$ cat config.mk
export PLATFORM = sky130hd
export DESIGN_NAME = tdm_slot_sorter
export DESIGN_NICKNAME = d
export VERILOG_FILES = /design/src/rtl/tdm_sort_pkg.sv /design/src/rtl/slot_table.sv /design/src/rtl/byte_pingpong.sv /design/src/rtl/tdm_slot_sorter.sv
export SDC_FILE = /design/constraint.sdc
export NUM_CORES = 2
export LEC_CHECK = 0
export ABC_AREA = 0
export CORE_UTILIZATION = 45
export CTS_CLUSTER_DIAMETER = 150
export CTS_CLUSTER_SIZE = 8
export DETAILED_ROUTE_END_ITERATION = 16
export PLACE_DENSITY = 0.71
export SKIP_LAST_GASP = 1
export SLEW_MARGIN = 20
export SYNTH_ARGS = -nofsm -noshare
export SYNTH_HDL_FRONTEND = slang
export SYNTH_SLANG_ARGS = --single-unit
$ cat constraint.sdc
create_clock -name clk -period 6.95 [get_ports clk]
set_clock_uncertainty 0.2 [all_clocks]
set_input_delay 1.39 -clock clk [delete_from_list [all_inputs] [get_ports clk]]
set_output_delay 1.39 -clock clk [all_outputs]
set_load 0.03 [all_outputs]
$ cat src/rtl/tdm_sort_pkg.sv
package tdm_sort_pkg;

  localparam int HIDX_W   = 2;
  localparam int NUM_HDLC = 1 << HIDX_W;
  localparam int NBUF     = 1 + NUM_HDLC;

  typedef enum logic [1:0] {
    CLS_IDLE  = 2'd0,
    CLS_HDLC  = 2'd1,
    CLS_VOICE = 2'd2,
    CLS_V56   = 2'd3
  } slot_class_e;

  typedef struct packed {
    slot_class_e        cls;
    logic [HIDX_W-1:0]  hidx;
  } slot_cfg_t;

endpackage

$ cat src/rtl/slot_table.sv
module slot_table
  import tdm_sort_pkg::*;
#(
  parameter int NUM_SLOTS = 32,
  localparam int SLOT_W   = $clog2(NUM_SLOTS)
) (
  input  logic              clk,
  input  logic              rst_n,
  input  logic              cfg_we,
  input  logic [SLOT_W-1:0] cfg_slot,
  input  slot_cfg_t         cfg_entry,
  input  logic              lk_valid,
  input  logic [SLOT_W-1:0] lk_slot,
  output slot_cfg_t         lk_entry
);

  localparam int TBL_DEPTH = 1 << SLOT_W;

  slot_cfg_t [TBL_DEPTH-1:0] shadow_q;
  slot_cfg_t [TBL_DEPTH-1:0] active_q;
  logic                      frame_start;

  assign frame_start = lk_valid && (lk_slot == '0);

  // Host writes land in the shadow copy only.
  always_ff @(posedge clk) begin
    if (!rst_n) begin
      shadow_q <= '0;
    end else if (cfg_we) begin
      shadow_q[cfg_slot] <= cfg_entry;
    end
  end

  // The whole shadow copy is promoted when a slot-0 byte arrives.
  always_ff @(posedge clk) begin
    if (!rst_n) begin
      active_q <= '0;
    end else if (frame_start) begin
      active_q <= shadow_q;
    end
  end

  // A slot-0 byte already uses the entries that are being promoted.
  always_comb begin
    if (lk_slot == '0) lk_entry = shadow_q[0];
    else               lk_entry = active_q[lk_slot];
  end

  assert_cfg_defer_R8: assert property (@(posedge clk) disable iff (!rst_n)
    !frame_start |=> $stable(active_q))
    else $error("active table changed outside a frame start");

endmodule

$ cat src/rtl/byte_pingpong.sv
module byte_pingpong #(
  parameter int BYTE_W = 8,
  parameter int WORD_W = 32,
  parameter int WORDS  = 2,
  localparam int HALF_W = WORD_W * WORDS
) (
  input  logic              clk,
  input  logic              rst_n,
  input  logic              wr_en,
  input  logic [BYTE_W-1:0] wr_byte,
  output logic              out_valid,
  input  logic              out_ready,
  output logic [HALF_W-1:0] out_data,
  output logic              ovf
);

  localparam int BYTES = HALF_W / BYTE_W;
  localparam int POS_W = $clog2(BYTES);

  logic [1:0][HALF_W-1:0] half_q;
  logic [1:0]             full_q;
  logic                   wr_sel_q;
  logic                   rd_sel_q;
  logic [POS_W-1:0]       pos_q;
  logic                   ovf_q;
  logic                   pop;
  logic                   accept;
  logic                   reject;
  logic                   last_byte;

  assign pop       = full_q[rd_sel_q] && out_ready;
  assign accept    = wr_en && !full_q[wr_sel_q];
  assign reject    = wr_en &&  full_q[wr_sel_q];
  assign last_byte = (pos_q == POS_W'(BYTES - 1));

  // Byte lanes are filled lowest first within the open half.
  always_ff @(posedge clk) begin
    if (!rst_n) begin
      half_q <= '0;
    end else if (accept) begin
      half_q[wr_sel_q][pos_q*BYTE_W +: BYTE_W] <= wr_byte;
    end
  end

  always_ff @(posedge clk) begin
    if (!rst_n) begin
      full_q   <= '0;
      wr_sel_q <= 1'b0;
      rd_sel_q <= 1'b0;
      pos_q    <= '0;
    end else begin
      if (pop) begin
        full_q[rd_sel_q] <= 1'b0;
        rd_sel_q         <= ~rd_sel_q;
      end
      if (accept) begin
        if (last_byte) begin
          full_q[wr_sel_q] <= 1'b1;
          wr_sel_q         <= ~wr_sel_q;
          pos_q            <= '0;
        end else begin
          pos_q <= pos_q + 1'b1;
        end
      end
    end
  end

  always_ff @(posedge clk) begin
    if (!rst_n)      ovf_q <= 1'b0;
    else if (reject) ovf_q <= 1'b1;
  end

  assign out_valid = full_q[rd_sel_q];
  assign out_data  = half_q[rd_sel_q];
  assign ovf       = ovf_q;

  assert_hold_R5: assert property (@(posedge clk) disable iff (!rst_n)
    out_valid && !out_ready |=> out_valid && $stable(out_data))
    else $error("pair changed while stalled");

  assert_pp_align_R6: assert property (@(posedge clk) disable iff (!rst_n)
    (&full_q) |-> (wr_sel_q == rd_sel_q))
    else $error("both halves full but pointers differ");

  assert_drop_flag_R7: assert property (@(posedge clk) disable iff (!rst_n)
    wr_en && (&full_q) |=> ovf)
    else $error("drop did not raise overflow");

  assert_sticky_R7: assert property (@(posedge clk) disable iff (!rst_n)
    ovf |=> ovf)
    else $error("overflow flag cleared");

endmodule

$ cat src/rtl/tdm_slot_sorter.sv
module tdm_slot_sorter
  import tdm_sort_pkg::*;
#(
  parameter int NUM_SLOTS      = 32,
  parameter int BYTE_W         = 8,
  parameter int WORD_W         = 32,
  parameter int WORDS_PER_XFER = 2,
  localparam int SLOT_W        = $clog2(NUM_SLOTS),
  localparam int HALF_W        = WORD_W * WORDS_PER_XFER,
  localparam int NB            = NBUF
) (
  input  logic                 clk,
  input  logic                 rst_n,
  input  logic                 in_valid,
  output logic                 in_ready,
  input  logic [SLOT_W-1:0]    in_slot,
  input  logic [BYTE_W-1:0]    in_byte,
  input  logic                 cfg_we,
  input  logic [SLOT_W-1:0]    cfg_slot,
  input  logic [1:0]           cfg_class,
  input  logic [HIDX_W-1:0]    cfg_hdlc,
  output logic [NB-1:0]        out_valid,
  input  logic [NB-1:0]        out_ready,
  output logic [NB*HALF_W-1:0] out_data,
  output logic [NB-1:0]        overflow
);

  slot_cfg_t     cfg_entry;
  slot_cfg_t     lk_entry;
  logic [NB-1:0] wr_en;

  assign cfg_entry.cls  = slot_class_e'(cfg_class);
  assign cfg_entry.hidx = cfg_hdlc;
  assign in_ready       = 1'b1;

  slot_table #(.NUM_SLOTS(NUM_SLOTS)) u_table (
    .clk      (clk),
    .rst_n    (rst_n),
    .cfg_we   (cfg_we),
    .cfg_slot (cfg_slot),
    .cfg_entry(cfg_entry),
    .lk_valid (in_valid),
    .lk_slot  (in_slot),
    .lk_entry (lk_entry)
  );

  // Steering: voice and 56K share buffer 0, HDLC picks 1 + index.
  always_comb begin
    wr_en = '0;
    if (in_valid) begin
      unique case (lk_entry.cls)
        CLS_VOICE, CLS_V56: wr_en[0] = 1'b1;
        CLS_HDLC: begin
          for (int h = 0; h < NUM_HDLC; h++) begin
            if (lk_entry.hidx == HIDX_W'(h)) wr_en[1+h] = 1'b1;
          end
        end
        default: wr_en = '0;
      endcase
    end
  end

  for (genvar g = 0; g < NB; g++) begin : g_buf
    byte_pingpong #(
      .BYTE_W(BYTE_W),
      .WORD_W(WORD_W),
      .WORDS (WORDS_PER_XFER)
    ) u_pp (
      .clk      (clk),
      .rst_n    (rst_n),
      .wr_en    (wr_en[g]),
      .wr_byte  (in_byte),
      .out_valid(out_valid[g]),
      .out_ready(out_ready[g]),
      .out_data (out_data[g*HALF_W +: HALF_W]),
      .ovf      (overflow[g])
    );
  end

  assert_one_target_R2: assert property (@(posedge clk) disable iff (!rst_n)
    $onehot0(wr_en))
    else $error("byte steered to more than one buffer");

  assert_idle_drop_R3: assert property (@(posedge clk) disable iff (!rst_n)
    in_valid && (lk_entry.cls == CLS_IDLE) && (out_ready == '0) |=> $stable(out_valid))
    else $error("unassigned byte changed a buffer");

endmodule

==> out/results.txt <==
Worst Setup Slack post-DPL: 1150 ps
vias per inst: 5.53
worst-case setup margin in the final layout: 1770 ps
CTS Buffer Depth: 3
worst skew pair latency: 720 ps
post-synthesis cell type count: 70
clock net sink count: 936
Maximum Capacitance Violations: 0
routed wire length per instance: 20.4 µm
status: finished clean
DRC violations left: 0
unrepaired setup endpoints after global routing: no
family with the most delay on the worst path: simple AND/OR/NAND/NOR gates
Slew Limit Fails: 0
CP arrival: 5510 ps
Final min period: 5180 ps
logic gate share of total power: 0.039
largest cells by area after synthesis: sky130_fd_sc_hd__dfxtp_1, sky130_fd_sc_hd__mux2i_1, sky130_fd_sc_hd__mux2_2, sky130_fd_sc_hd__nand2_1, sky130_fd_sc_hd__nand3_1
number of synthesized flops with an enable pin: 0
placeable core region: 90,300 µm²
Die Y: 304 µm
kind of end point of the critical path: flip-flop
transition at the pin with the smallest max-transition slack: 1130 ps
class of the most critical hold timing path: reg -> reg
critical-path maximum fanout: 17
internal power of the cells: 8.96 mW
Peak supply drop: 221 µV
number of global-route vias before repair: 30.8k
Antenna Nets Post-Route: 0
largest stage delay on the critical path: 810 ps
setup violation total in the final timing report: 0
synthesized area per cell: 9.56 µm²
flip-flop cell with the highest count after synthesis: sky130_fd_sc_hd__dfxtp_1
num ports: 362
static power due to leakage: 19.4 nW
crit share post-route: 0.745
fin area: 48,900 µm²
CTS H-tree depth: 4
synthesized net count: 4,369
share of total power in the clock network: 0.499
flop and latch count out of synthesis: 936
top cells by instance count after synthesis: sky130_fd_sc_hd__dfxtp_1, sky130_fd_sc_hd__nand2_1, sky130_fd_sc_hd__mux2i_1
synthesis warning total: 0
power per cell area: 239 nW/µm²
routability congestion estimate from global placement: 0.856
share of the synthesized area in the top cell type: 0.455
number of instances resized during post-cts repair: 0
Switch Pwr: 2.71 mW
critical path's slowest cell: sky130_fd_sc_hd__clkdlybuf4s50_1
cell taking the most area after synthesis: sky130_fd_sc_hd__dfxtp_1
count of port buffers added during placement: 360
initial cell density of the core: 0.456
clock transition at the register clock pins on the worst setup and hold paths after CTS: 50 ps
Synth Instances: 4,306
cell area after placement: 45,200 µm²
cell-by-cell trace of the critical path: clkdlybuf4s50_1, nor2b_1, a22oi_1, a21oi_1, nor4_2, mux2_2, buf_4, nor3b_2, nand4_2, mux2i_1
initial drt markers: 2,414
die area: 92,700 µm²
nets@finish: 4,591
final hold viol count: 0
Tot GR Track Use: 0.246
via total after detailed routing: 31.6k
Achievable Freq: 193 MHz
number of antenna violations at the first check in global routing: 1
post-synthesis instance area: 41,200 µm²
Async S/R FF share, synth: 0
sequential cell area fraction in the yosys report: 0.455
post-DP HPWL: 74.3 mm
number of hold buffers added after CTS: 0
slew margin rel.: 0.245
detailed-router iteration count before antenna repair: 6
number of fill cells: 8,020
leading cell type by number of instances after synthesis: sky130_fd_sc_hd__dfxtp_1
CP Launch Type: input pin
CTS tree: yes
sequential group share of total power: 0.462
worst endpoint required time: 7290 ps
Antenna diodes: 0
total grt overflow: 0
switching part of the total: 0.232
final setup TNS: 0 ps
setup bufs post-CTS: 0
Layout Area Growth over Synthesis: 18.7%
WP buf/inv: 2
FP Rows: 110
total CTS buffers: 134
first-pass GRT wire length: 180 mm
horizontal die dimension: 304 µm
wire length reported by the detailed router: 117 mm
type of the setup path with the least slack: in -> reg
Final Core Density: 0.541
fraction of final layout cells with drive strength greater than 1: 0.139
Root Buffer: sky130_fd_sc_hd__clkbuf_16
pin count of the biggest net entering global routing: 252
sequential cells by signal (all words and copies together), names as in the netlist:
name                 count
g_buf.u_pp.full_q       10
u_table.active_q       128
g_buf.u_pp.pos_q        15
u_table.shadow_q       128
g_buf.u_pp.half_q      640
g_buf.u_pp.rd_sel_q      5
g_buf.u_pp.ovf           5
g_buf.u_pp.wr_sel_q      5
logic make-up after synthesis:
family,count (synthesis),synth area share
simple gates,1614,0.180
mux,1102,0.280
flops,936,0.455
buf+inv,337,0.0364
compound gates,283,0.0390
fa+ha+maj,32,0.00973
other cells,1,0.0000911
xor+xnor,1,0.000213
layer usage:
metal | global-route usage | up-vias | share of wire
li1 | - | 15200 | -
met1 | 0.328 | 15300 | 0.45
met3 | 0.0446 | 201 | 0.061
met2 | 0.399 | 955 | 0.47
met5 | 0 | - | 0.00010
met4 | 0.0820 | 2 | 0.027
final timing paths:
check,startpoint,endpoint,slack [ps],depth (start not counted)
worst min-delay path,u_table.shadow_q[32]$_SDFFE_PN0P_,u_table.active_q[32]$_SDFFE_PN0P_,240,2
worst max register to register,u_table.active_q[122]$_SDFFE_PN0P_,g_buf[3].u_pp.pos_q[2]$_SDFFE_PN0P_,3370,9
worst max-delay path,in_slot[1],g_buf[2].u_pp.half_q[101]$_SDFFE_PN0P_,1770,10
worst min register to register,u_table.shadow_q[32]$_SDFFE_PN0P_,u_table.active_q[32]$_SDFFE_PN0P_,240,2
through the flow:
step / instances / power [mW] / hold WS, ps
after CTS: 5717 / 11.8 / 242
after global routing: 5718 / 12.0 / 257
after global placement: 5567 / 5.95 / 234
after floorplan: 4306 / 5.80 / 228
final: 5718 / 11.7 / 241
after detailed placement: 5567 / 5.95 / 241
worst min-delay path, cell delays in order, from the launching register on:
cell	delay, ps
sky130_fd_sc_hd__dfxtp_1	310
sky130_fd_sc_hd__nand2_1	50
sky130_fd_sc_hd__a21oi_1	50
layout make-up:
type | count | area [µm²] | share of cell area
multi-input combinational | 3033 | 21000 | 0.430
tap | 1176 | 1470 | 0.0301
clock buffer | 138 | 3410 | 0.0698
inverter | 20 | 82.6 | 0.00169
sequential | 936 | 18700 | 0.384
timing repair buffer | 403 | 3920 | 0.0802
clock inverter | 12 | 211 | 0.00433
power groups by stage:
stage | combinational, mW | sequential (mW) | clock [mW]
after floorplan | 0.300 | 5.50 | 0
after global placement | 0.447 | 5.50 | 0
after detailed placement | 0.451 | 5.50 | 0
after CTS | 0.452 | 5.40 | 5.94
after global routing | 0.480 | 5.39 | 6.15
final | 0.455 | 5.40 | 5.82
cells in the final DEF, fill, tap and decap left out, types with 29 or more instances in the layout:
cell type,n
sky130_fd_sc_hd__nor2_1,226
sky130_fd_sc_hd__nand3_1,243
sky130_fd_sc_hd__clkdlybuf4s50_1,346
sky130_fd_sc_hd__nand4_1,29
sky130_fd_sc_hd__a21oi_1,215
sky130_fd_sc_hd__dfxtp_1,931
sky130_fd_sc_hd__clkbuf_16,136
sky130_fd_sc_hd__mux2_2,329
sky130_fd_sc_hd__ha_1,32
sky130_fd_sc_hd__mux2i_1,767
sky130_fd_sc_hd__buf_4,40
sky130_fd_sc_hd__and2_1,32
sky130_fd_sc_hd__nand2_1,923
No activity file was read; power rests on OpenSTA's default activity.
